File: src/rtl/crh_pkg.sv
package crh_pkg;

  // Source of the next fetch address
  typedef enum logic [1:0] {
    PC_HOLD = 2'd0,
    PC_SEQ  = 2'd1,
    PC_JUMP = 2'd2
  } pc_src_e;

  // Squash strobes, one per younger pipeline register
  typedef struct packed {
    logic fd;
    logic de;
    logic em;
  } squash_t;

endpackage

File: src/rtl/crh_select.sv
module crh_select
  import crh_pkg::*;
(
  input  logic    ready,
  input  logic    ma_valid,
  input  logic    ma_cti,
  input  logic    ma_taken,
  input  logic    stall_req,
  output pc_src_e src,
  output squash_t kill,
  output logic    hold
);

  logic redirect;

  always_comb begin
    redirect = ma_valid & ma_cti & ma_taken;
    src      = PC_SEQ;
    kill     = squash_t'(3'b000);
    hold     = 1'b0;
    if (!ready) begin
      // pipeline still being emptied after reset
      src  = PC_HOLD;
      kill = squash_t'(3'b111);
    end else if (redirect) begin
      // late redirect: three younger instructions are wrong-path
      src  = PC_JUMP;
      kill = squash_t'(3'b111);
    end else if (stall_req) begin
      src  = PC_HOLD;
      hold = 1'b1;
    end
  end

endmodule

File: src/rtl/crh_pc.sv
module crh_pc
  import crh_pkg::*;
#(
  parameter int unsigned        XLEN        = 32,
  parameter int unsigned        INSTR_BYTES = 4,
  parameter logic [XLEN-1:0]    RESET_PC    = 32'h0000_1000
) (
  input  logic            clk,
  input  logic            rst_n,
  input  pc_src_e         src,
  input  logic [XLEN-1:0] target,
  output logic [XLEN-1:0] pc_q,
  output logic [XLEN-1:0] pc_d
);

  localparam logic [XLEN-1:0] STEP       = XLEN'(INSTR_BYTES);
  localparam logic [XLEN-1:0] ALIGN_MASK = ~(XLEN'(INSTR_BYTES - 1));

  logic pc_en;

  always_comb begin
    unique case (src)
      PC_JUMP: pc_d = target & ALIGN_MASK;
      PC_SEQ:  pc_d = pc_q + STEP;
      default: pc_d = pc_q;
    endcase
    pc_en = (src != PC_HOLD);
  end

  always_ff @(posedge clk or negedge rst_n) begin
    if (!rst_n) begin
      pc_q <= RESET_PC;
    end else if (pc_en) begin
      pc_q <= pc_d;
    end
  end

endmodule

File: src/rtl/branch_squash_ctl.sv
module branch_squash_ctl
  import crh_pkg::*;
#(
  parameter int unsigned     XLEN        = 32,
  parameter int unsigned     INSTR_BYTES = 4,
  parameter logic [XLEN-1:0] RESET_PC    = 32'h0000_1000
) (
  input  logic            clk,
  input  logic            rst_n,
  input  logic            ma_valid,
  input  logic            ma_cti,
  input  logic            ma_taken,
  input  logic [XLEN-1:0] ma_target,
  input  logic            stall_req,
  output logic [XLEN-1:0] fetch_pc,
  output logic [XLEN-1:0] next_pc,
  output logic            fetch_hold,
  output logic            flush_fd,
  output logic            flush_de,
  output logic            flush_em
);

  localparam int unsigned ALIGN_BITS = $clog2(INSTR_BYTES);

  logic    ready_q, ready_d;
  pc_src_e src;
  squash_t kill;
  logic    br_taken_ma;

  // ready drops asynchronously, rises on the first edge after release
  always_comb ready_d = 1'b1;

  always_ff @(posedge clk or negedge rst_n) begin
    if (!rst_n) ready_q <= 1'b0;
    else        ready_q <= ready_d;
  end

  crh_select u_sel (
    .ready     (ready_q),
    .ma_valid  (ma_valid),
    .ma_cti    (ma_cti),
    .ma_taken  (ma_taken),
    .stall_req (stall_req),
    .src       (src),
    .kill      (kill),
    .hold      (fetch_hold)
  );

  crh_pc #(
    .XLEN        (XLEN),
    .INSTR_BYTES (INSTR_BYTES),
    .RESET_PC    (RESET_PC)
  ) u_pc (
    .clk    (clk),
    .rst_n  (rst_n),
    .src    (src),
    .target (ma_target),
    .pc_q   (fetch_pc),
    .pc_d   (next_pc)
  );

  always_comb begin
    flush_fd    = kill.fd;
    flush_de    = kill.de;
    flush_em    = kill.em;
    br_taken_ma = ma_valid & ma_cti & ma_taken;
  end


  seq_step_chk: assert property (@(posedge clk) disable iff (!rst_n)
    (ready_q && !br_taken_ma && !stall_req) |=> fetch_pc == $past(fetch_pc) + XLEN'(INSTR_BYTES));


  redirect_flush_chk: assert property (@(posedge clk) disable iff (!rst_n)
    br_taken_ma |-> (flush_fd && flush_de && flush_em));


  redirect_target_chk: assert property (@(posedge clk) disable iff (!rst_n)
    (ready_q && br_taken_ma) |=>
      fetch_pc[XLEN-1:ALIGN_BITS] == $past(ma_target[XLEN-1:ALIGN_BITS]));


  not_taken_chk: assert property (@(posedge clk) disable iff (!rst_n)
    (ready_q && ma_valid && ma_cti && !ma_taken) |-> !(flush_fd || flush_de || flush_em));


  stall_hold_chk: assert property (@(posedge clk) disable iff (!rst_n)
    (ready_q && stall_req && !br_taken_ma) |=> $stable(fetch_pc));


  redirect_prio_chk: assert property (@(posedge clk) disable iff (!rst_n)
    br_taken_ma |-> !fetch_hold);


  aligned_chk: assert property (@(posedge clk) disable iff (!rst_n)
    fetch_pc[ALIGN_BITS-1:0] == '0);

endmodule

File: config.mk
export PLATFORM = sky130hd
export DESIGN_NAME = branch_squash_ctl
export DESIGN_NICKNAME = d
export VERILOG_FILES = /design/src/rtl/crh_pkg.sv /design/src/rtl/crh_select.sv /design/src/rtl/crh_pc.sv /design/src/rtl/branch_squash_ctl.sv
export SDC_FILE = /design/constraint.sdc
export NUM_CORES = 1
export LEC_CHECK = 0
export CORE_AREA = 8 8 90 92
export DETAILED_ROUTE_END_ITERATION = 7
export DIE_AREA = 0 0 98 100
export DONT_BUFFER_PORTS = 1
export HOLD_SLACK_MARGIN = 0.06
export PLACE_DENSITY = 0.63
export SYNTH_ARGS = -nofsm -noshare
export SYNTH_HDL_FRONTEND = slang
export SYNTH_SLANG_ARGS = --single-unit
File: constraint.sdc
create_clock -name clk -period 2.65 [get_ports clk]
set_input_delay 0.1325 -clock clk [delete_from_list [all_inputs] [get_ports clk]]
set_output_delay 0.1325 -clock clk [all_outputs]
set_load 0.05 [all_outputs]
==> out/metrics.yaml, run 1 <==
status:
  outcome: "completed"
floorplan:
  fp.dieH_um: 100
  start_util_pct: 44.24
  coreArea_mm2: 0.006644
  num_rows: 30
  chipWidth_um: 98
  dieArea_mm2: 0.009800
  ios: 106
sta:
  max_clock_freq_ghz: 0.3927
  period_needed_ps: 2546
  maxSlewViolCount: 0
  clock_skew_ps: 14.86
  slew_headroom_pct: 55.67
  tns_ps: 0
  worstMarginPinSlew_ps: 665.0
  hold_viol: 0
  setup_viol: 0
  fin_crit_sh_pct: 96.09
pwr:
  pwr_density_cell_mw_per_mm2: 1169
  power.leakage_nw: 1.691
  worst_ir_drop_vdd_mv: 0.5184
critical_path:
  path_delay_family: "simple AND/OR/NAND/NOR gates"
  critPathArrivalTime_ps: 2410
  slowest_stage: "or4_1"
  cp.required_ps: 2520
  max_stage_delay_ps: 520
  crit_buf_inv: 4
  worstSetupStartpointType: "flop"
  reg2reg_slack_ps: 460
  crit_fanout: 10
  endpoint_kind: "output pin"
  path_class: "flop to output pin"
  crit_chain: "buf_4 -> nand2_4 -> or2_4 -> inv_2 -> ha_4 -> buf_6 -> nand2_1 -> or4_1 -> nand4_1 -> buf_12"
drt:
  via_count: 3424
  drt_iter0_markers: 173
  ant_nets: 0
  dr.pass1.iters: 5
  drt-vias-per-instance: 6.400
  routed_wl_um: 10490
  wl_per_cell_um: 19.61
  drc: 0
cts:
  htree_num_levels: 2
  clockRootBuffer: "clkbuf_8"
  worstSkewPairLatency_ps: 290
  cts_tree: "yes"
  cts_buffer_depth: 2
  clk_pin_slew_ps: 80
  numCtsBuffers: 5
  cts.sink_count: 33
synth:
  yosysSeqAreaShare_pct: 28.14
  synth_top_area_share_pct: 27.25
  synth_edf_count: 0
  syn_inst: 398
  synthesis.area_mm2: 0.002939
  synth_area_leaders: "dfrtp_1 (27%), nand2_1 (7.2%), o21ai_0 (6.1%), nand3_1 (5.3%), o211ai_1 (5.1%)"
  yosys_warnings: 0
  yosys.cell_types.count: 48
  synth_seq_cells: 33
  synth.avg_cell_area_um2: 7.385
  ys.flop_type: "dfrtp_1"
  syn_nets: 440
  async_flop_share_pct: 100.0
  yosysTopAreaCell: "dfrtp_1"
layout:
  syn_to_final_growth_pct: 45.30
  drive_gt1_share_pct: 29.89
  fin_cells: 535
  fill_cells: 575
  multi_input_area_mm2: 0.002313
  seq_area_um2: 827.0
  fin_util_pct: 64.28
  antenna_cells: 0
  fin_nets: 496
global_routing:
  grt_overflow: 0
  antenna_found_initial: 0
  grt_pass1_wl_um: 17150
  grt_max_degree: 34
  first_global_vias: 3428
  grt.total_usage_pct: 21.08
hold_path:
  hp-class: "input pin to flop"
place:
  dp_cells: 516
  hpwl_um: 7677
  port_buffers: 0
  gp_congestion: 0.8417
job:
  drv_cap: 0
-- per-stage QoR --
| stage | setup slack [ps] | total power [mW] | instance area (µm²) | hold WS [ps] |
|---|---|---|---|---|
| CTS | -39.20 | 4.987 | 4189 | 64.57 |
| global route | -4.275 | 5.240 | 4270 | 76.02 |
| floorplan | -6.313 | 3.396 | 3258 | -163.1 |
| finish | 103.7 | 4.990 | 4270 | 60.45 |
| detailed placement | 289.5 | 4.540 | 4011 | -161.3 |
| global placement | 326.8 | 4.472 | 4011 | -161.3 |
-- cells by family (layout without fill, tap and decap cells) --
family          count (synthesis)  count (layout)  share of synthesized area (%)
flops                          33              33                          28.14
simple gates                  196             196                          36.65
compound gates                120             120                          26.35
buf+inv                        40              97                          5.491
mux                             4               4                          1.532
fa+ha+maj                       4               4                          1.703
other cells                     1               1                         0.1276
-- cell usage in the layout, fill, tap and decap left out, types with 6 or more instances in the layout --
master	n
o21a_1	6
a21oi_1	18
or3_1	15
nor2_1	9
dfrtp_1	32
nand4_1	15
o21ai_0	28
buf_12	21
clkbuf_8	6
nand3_1	30
o311ai_2	7
nand2_1	55
o311ai_4	10
and3_1	17
nor2b_1	14
buf_4	58
a31oi_1	13
nor3_1	7
o211ai_1	20
-- cells in the mapped netlist (5+ instances only) --
cell	instances
dfrtp_1	32
clkbuf_1	30
nand4_1	15
o21ai_0	36
nor3_1	7
nor2_1	9
or4_1	5
o211ai_1	20
and3_1	17
a31oi_1	13
or3_1	15
a21oi_1	20
o311ai_0	17
o21a_1	6
and4_1	5
nor2b_1	14
nand3_1	31
nand2_1	56
-- flip-flops by register name, indices dropped and copies added (netlist names) --
| name | count |
|---|---|
| ready_q | 1 |
| u_pc.pc_q | 32 |
-- routing by layer --
layer	vias to the layer above	wire, µm	GRT usage, %
li1	1622	-	-
met1	1667	4256	24.34
met3	19	863	6.090
met5	-	0	0
met4	0	189	7.074
met2	116	5181	36.51
-- area by class of cell --
cell class	instances	share of cell area, %
clock buffers	7	2.022
clock inverters	1	0.1758
inverters	4	0.4395
multi-input cells	325	54.18
flip-flops and latches	33	19.37
well taps	80	2.344
repair buffers	85	21.48
-- final timing paths --
path	start	endpoint	depth (start not counted)
min in group asynchronous	rst_n	u_pc.pc_q[4]	2
worst max register to register	ready_q	u_pc.pc_q[19]	10
worst min register to register	u_pc.pc_q[19]	u_pc.pc_q[19]	2
worst max-delay path	ready_q	next_pc[29]	10
max in group asynchronous	rst_n	u_pc.pc_q[12]	2
worst min-delay path	ma_target[7]	u_pc.pc_q[7]	2
-- where the power goes --
group	total [mW]	internal, mW	switching, mW	leakage, nW
Combinational	3.61	1.25	2.36	1.27
Clock	0.408	0.211	0.196	0.0445
Sequential	0.975	0.703	0.272	0.372
-- what timing repair did --
item | in CTS | in global routing
buffers inserted | 0 | 5
resized for setup | 2 | 10
pin swaps | 0 | 3
endpoints found under the hold margin | 37 | 0
setup endpoints to repair | 3 | 15
hold buffers | 6 | 0
Note: power is estimated with default switching activity, not from simulation.
==> run 2, diff against run 1 <==
--- a/config.mk
+++ b/config.mk
@@ -11,6 +11,7 @@
 export DONT_BUFFER_PORTS = 1
 export HOLD_SLACK_MARGIN = 0.06
 export PLACE_DENSITY = 0.63
+export REMOVE_ABC_BUFFERS = 1
 export SYNTH_ARGS = -nofsm -noshare
 export SYNTH_HDL_FRONTEND = slang
 export SYNTH_SLANG_ARGS = --single-unit
==> out/metrics.yaml, run 2 (synthesis results as in run 1) <==
cts:
  cts.sink_count: 33  # unchanged
  htree_num_levels: 2  # unchanged
  cts_tree: "yes"
  worstSkewPairLatency_ps: 290  # about the same
  clockRootBuffer: "clkbuf_8"
  cts_buffer_depth: 2  # unchanged
  numCtsBuffers: 5  # unchanged
  clk_pin_slew_ps: 70  # about the same
drt:
  ant_nets: 0  # unchanged
  drt-vias-per-instance: 6.138  # -4.1%
  drt_iter0_markers: 184  # +6.4%
  via_count: 3284  # -4.1%
  wl_per_cell_um: 18.55  # -5.4%
  drc: 0  # unchanged
  routed_wl_um: 9923  # -5.4%
  dr.pass1.iters: 4  # -1
global_routing:
  grt_pass1_wl_um: 16410  # -4.3%
  grt.total_usage_pct: 20.08  # -1.0 points
  antenna_found_initial: 0  # unchanged
  first_global_vias: 3289  # -4.1%
  grt_overflow: 0  # unchanged
  grt_max_degree: 34  # unchanged
layout:
  final_cell_mix: "buf_4 (73), nand2_1 (56), dfrtp_1 (32)"
  syn_to_final_growth_pct: 31.33
  drive_gt1_share_pct: 26.81  # -3.1 points
  top_register: "u_pc.pc_q"
  fill_cells: 630  # +9.6%
  antenna_cells: 0  # unchanged
  largest_reg_flops: 32  # unchanged
  top_regs: "u_pc.pc_q x32, ready_q x1"
  final_common_cell: "buf_4"
  fin_nets: 496  # unchanged
  stdcell_area_mm2: 0.003860  # -9.6%
  fin_cells: 535  # unchanged
critical_path:
  slowest_stage: "or4_1"
  r2r_end: "u_pc.pc_q[29]"
  path_class: "flop to output pin"
  endpoint_kind: "output pin"
  crit_chain: "nand2_1 -> or2_2 -> inv_1 -> ha_2 -> buf_4 -> nand2_1 -> or4_1 -> nand4_1 -> buf_12"
  crit_buf_inv: 3  # -1
  reg2reg_slack_ps: 500  # +40 ps
  crit_fanout: 9  # -1
  worstSetupStartpointType: "flop"
  max_stage_delay_ps: 520  # about the same
  rr_startpoint: "ready_q"
  path_delay_family: "simple AND/OR/NAND/NOR gates"
  cp.required_ps: 2520  # about the same
  crit_top_cell: "nand2_1"
  cp.depth: 9  # -1
  critPathArrivalTime_ps: 2410  # about the same
  reg2regPathDepth: 9  # -1
floorplan:
  chipWidth_um: 98  # unchanged
  start_util_pct: 44.24  # unchanged
  ios: 106  # unchanged
  coreArea_mm2: 0.006644  # unchanged
  num_rows: 30  # unchanged
  dieArea_mm2: 0.009800  # unchanged
  fp.dieH_um: 100  # unchanged
job:
  drv_cap: 0  # unchanged
hold_path:
  whs_endpoint: "u_pc.pc_q[10]"
  worstHoldPathCells: 2  # unchanged
  hp-class: "input pin to flop"
  min_from: "ma_target[10]"
sta:
  setup_viol: 0  # unchanged
  period_needed_ps: 2547  # +0.6300 ps
  tns_ps: 0  # unchanged
  maxSlewViolCount: 0  # unchanged
  hold_viol: 0  # unchanged
  worstMarginPinSlew_ps: 704.0  # +39.05 ps
  max_clock_freq_ghz: 0.3926  # about the same
  rsz0062_at_grt: "false"
  fin_crit_sh_pct: 96.11  # about the same
  slew_headroom_pct: 53.07  # -2.6 points
  clock_skew_ps: 11.79  # -3.073 ps
status:
  outcome: "completed"
pwr:
  p_sw_mw: 2.651  # -6.3%
  pwr_density_cell_mw_per_mm2: 1172  # +0.26%
  clock_power_share_pct: 8.9  # +0.7 points
  worst_ir_drop_vdd_mv: 0.8397  # +62%
  netSwitchingFraction_pct: 58.61  # +2.0 points
  power_frac_seq_pct: 21.7  # +2.2 points
  power_frac_comb_pct: 69.4  # -2.9 points
  power.leakage_nw: 1.470  # -13%
  p_int_mw: 1.872  # -13%
place:
  place_area_mm2: 0.003656  # -8.9%
  gp_congestion: 0.7947  # -5.6%
  dp_cells: 518  # +0.39%
  hpwl_um: 7299  # -4.9%
  port_buffers: 0  # unchanged
## run 2: changes by cell type in the layout (fill, tap and decap cells not counted), moves of 2 or more
cell,before,now
buf_4,58,73
o21ai_4,5,0
o21ai_2,2,0
buf_12,21,6
ha_2,0,2
o21ai_1,1,7
a21oi_2,2,0
o311ai_4,10,0
ha_4,2,0
a21oi_1,18,20
o311ai_2,7,17
## run 2: worst max path at each step
stage,start,slack (ps),endpoint
finish,ready_q,100,next_pc[29]
floorplan,ready_q,-3020,next_pc[11]
global placement,u_pc.pc_q[12],410,next_pc[23]
CTS,u_pc.pc_q[12],40,next_pc[23]
global route,ready_q,5,next_pc[29]
detailed placement,u_pc.pc_q[12],370,next_pc[23]
## run 2: power by group through the flow
stage                     combinational (mW)  clock, mW  sequential, mW
after detailed placement                3.10          0           0.982
final                                   3.14      0.404           0.980
after global routing                    3.34      0.431            1.01
after floorplan                         1.36          0            1.71
after CTS                               3.13      0.412           0.974
after global placement                  3.06          0           0.972
## run 2: through the flow
step	hold WS, ps	power, mW	utilization [%]	worst slack (ps)
finish	70.30	4.522	58.10	103.1
global route	105.4	4.781	58.10	5.435
detailed placement	-161.8	4.083	55.03	366.3
floorplan	-163.1	3.076	-	-3023
CTS	63.44	4.516	57.59	39.80
global placement	-161.7	4.029	55.03	412.7
## run 2: layout make-up
type	instances	area, µm²	area share (%)
multi-input cells	325	2096	54.30
flip-flops and latches	33	827.0	21.43
repair buffers	85	728.2	18.87
well taps	80	100.1	2.593
clock buffers	8	90.09	2.334
inverters	4	18.77	0.4862
## run 2: what timing repair did
item	4_1_cts	5_1_grt
hold buffers	7	0
resized for setup	0	4
endpoints found under the setup margin	0	6
hold endpoints to repair	38	0
buffers inserted	0	2
## run 2: metal layers
| layer | wire length (µm) | global-route usage, % | share of wire [%] | vias up |
|---|---|---|---|---|
| met3 | 861 | 6.920 | 8.7 | 6 |
| met1 | 4268 | 23.77 | 43 | 1571 |
| met5 | 0 | 0 | 0 | - |
| met2 | 4736 | 34.25 | 48 | 88 |
| li1 | - | - | - | 1619 |
| met4 | 56 | 4.317 | 0.56 | 0 |
## run 2: worst register-to-register path, delay by kind of cell, from the launching register on
family,cells,cell delay [ps]
simple gates,5,1130
buf+inv,3,390
flops,1,350
fa+ha+maj,1,230
==> run 3, diff against run 2 <==
--- a/config.mk
+++ b/config.mk
@@ -5,13 +5,14 @@
 export SDC_FILE = /design/constraint.sdc
 export NUM_CORES = 1
 export LEC_CHECK = 0
-export CORE_AREA = 8 8 90 92
+export CORE_AREA = 8 8 87 96
 export DETAILED_ROUTE_END_ITERATION = 7
-export DIE_AREA = 0 0 98 100
+export DIE_AREA = 0 0 95 104
 export DONT_BUFFER_PORTS = 1
 export HOLD_SLACK_MARGIN = 0.06
-export PLACE_DENSITY = 0.63
+export PLACE_DENSITY = 0.62
 export REMOVE_ABC_BUFFERS = 1
+export SETUP_SLACK_MARGIN = 0.1
 export SYNTH_ARGS = -nofsm -noshare
 export SYNTH_HDL_FRONTEND = slang
 export SYNTH_SLANG_ARGS = --single-unit
==> out/metrics.yaml, run 3 (synthesis results as in run 1) <==
status:
  outcome: "completed"
sta:
  max_clock_freq_ghz: 0.4115  # +4.8%
  worstMarginPinSlew_ps: 691.5  # -12.55 ps
  setup_viol: 0  # unchanged
  finalWorstSetupSlack_ps: 219.9  # +116.8 ps
  period_needed_ps: 2430  # -116.8 ps
  rsz0062_at_grt: "false"
  fin_crit_sh_pct: 91.70  # -4.4 points
  clock_skew_ps: 6.796  # -4.994 ps
  hold_viol: 0  # unchanged
  slew_headroom_pct: 53.90  # +0.84 points
  maxSlewViolCount: 0  # unchanged
critical_path:
  max_stage_delay_ps: 510  # about the same
  critPathArrivalTime_ps: 2300  # -110 ps
  cp.required_ps: 2520  # about the same
  endpoint_kind: "output pin"
  reg2regPathDepth: 7  # -2
  cp.depth: 7  # -2
  crit_buf_inv: 1  # -2
  slowest_stage: "or4_1"
  crit_chain: "nand2_1 -> or2_2 -> ha_4 -> nand2_4 -> or4_1 -> nand4_1 -> buf_12"
  path_delay_family: "simple AND/OR/NAND/NOR gates"
  worstSetupStartpointType: "flop"
  path_class: "flop to output pin"
  crit_fanout: 6  # -3
cts:
  worstSkewPairLatency_ps: 290  # about the same
  cts_buffer_depth: 2  # unchanged
  clockRootBuffer: "clkbuf_8"
  clk_pin_slew_ps: 80  # about the same
  htree_num_levels: 2  # unchanged
  cts.sink_count: 33  # unchanged
  cts_tree: "yes"
  numCtsBuffers: 5  # unchanged
layout:
  syn_to_final_growth_pct: 33.63
  final_cell_mix: "buf_4 (69), nand2_1 (55), dfrtp_1 (32)"
  largest_reg_flops: 32  # unchanged
  fill_cells: 637  # +1.1%
  antenna_cells: 0  # unchanged
  top_regs: "u_pc.pc_q x32, ready_q x1"
  stdcell_area_mm2: 0.003928  # +1.8%
  fin_util_pct: 57.36  # -0.73 points
  drive_gt1_share_pct: 27.47  # +0.66 points
  fin_nets: 496  # unchanged
  final_common_cell: "buf_4"
  top_register: "u_pc.pc_q"
floorplan:
  chipWidth_um: 95  # -3.1%
  fp.dieH_um: 104  # +4.0%
  ios: 106  # unchanged
  start_util_pct: 42.93  # -1.3 points
  coreArea_mm2: 0.006847  # +3.1%
  dieArea_mm2: 0.009880  # +0.82%
  num_rows: 32  # +6.7%
pwr:
  worst_ir_drop_vdd_mv: 0.6626  # -21%
  power.leakage_nw: 1.493  # +1.6%
  total_power_mw: 4.546  # +0.53%
  pwr_density_cell_mw_per_mm2: 1158  # -1.2%
drt:
  drc: 0  # unchanged
  ant_nets: 0  # unchanged
  drt_iter0_markers: 184  # unchanged
  wl_per_cell_um: 19.03  # +2.6%
  via_count: 3350  # +2.0%
  drt-vias-per-instance: 6.204  # +1.1%
  dr.pass1.iters: 4  # unchanged
  routed_wl_um: 10270  # +3.5%
global_routing:
  grt_overflow: 0  # unchanged
  grt_pass1_wl_um: 16670  # +1.6%
  first_global_vias: 3423  # +4.1%
  antenna_found_initial: 0  # unchanged
  grt_max_degree: 44  # +29%
  grt.total_usage_pct: 20.47  # +0.39 points
place:
  gp_congestion: 0.7745  # -2.5%
  hpwl_um: 7246  # -0.73%
  place_area_mm2: 0.003655  # about the same
  place_ws_ps: 339.4  # -26.99 ps
  port_buffers: 0  # unchanged
job:
  drv_cap: 0  # unchanged
hold_path:
  worstHoldPathCells: 2  # unchanged
  hp-class: "input pin to flop"
[run 3: changes by cell type in the layout (fill, tap and decap cells not counted), moves of 2 or more]
cell and change:
buf_12 +2, buf_4 -4, ha_2 -2, ha_4 +2
[run 3: metal layers]
| metal | vias up | track usage (%) | routed length, µm |
|---|---|---|---|
| met5 | - | 0 | 0 |
| met4 | 0 | 4.693 | 89 |
| met3 | 10 | 7.004 | 1053 |
| met2 | 117 | 34.33 | 4928 |
| met1 | 1599 | 24.19 | 4202 |
| li1 | 1624 | - | - |
[run 3: area by class of cell]
type,count,area (µm²),share of cell area (%)
Clock buffer,8,90.09,2.294
Timing Repair Buffer,85,759.5,19.34
Inverter,4,18.77,0.4779
Multi-Input combinational cell,325,2126,54.13
Sequential cell,33,827.0,21.06
Tap cell,85,106.4,2.708
[run 3: final timing paths]
check,startpoint,end,slack [ps]
worst max-delay path,ready_q,next_pc[29],220
worst min-delay path,ma_target[14],u_pc.pc_q[14],80
worst max register to register,ready_q,u_pc.pc_q[27],460
worst min register to register,u_pc.pc_q[28],u_pc.pc_q[28],650
max in group asynchronous,rst_n,u_pc.pc_q[12],2090
min in group asynchronous,rst_n,u_pc.pc_q[29],310
[run 3: what timing repair did]
item,4_1_cts,5_1_grt
gates cloned,0,0
setup endpoints to repair,17,24
hold endpoints to repair,39,0
resized for setup,0,14
buffers inserted,0,4
pin swaps,0,1
hold buffers,8,0
[run 3: power breakdown]
part / internal, mW / total (mW) / switching, mW
combinational: 0.965 / 3.11 / 2.15
sequential: 0.702 / 1.02 / 0.313
clock: 0.212 / 0.420 / 0.207
[run 3: stage by stage]
| stage | cells | TNS, ps | hold slack, ps |
|---|---|---|---|
| floorplan | 362 | -137930 | -163.1 |
| global placement | 520 | 0 | -162.0 |
| detailed placement | 520 | 0 | -161.8 |
| CTS | 536 | 0 | 77.36 |
| global route | 540 | 0 | 80.81 |
| finish | 540 | 0 | 81.81 |
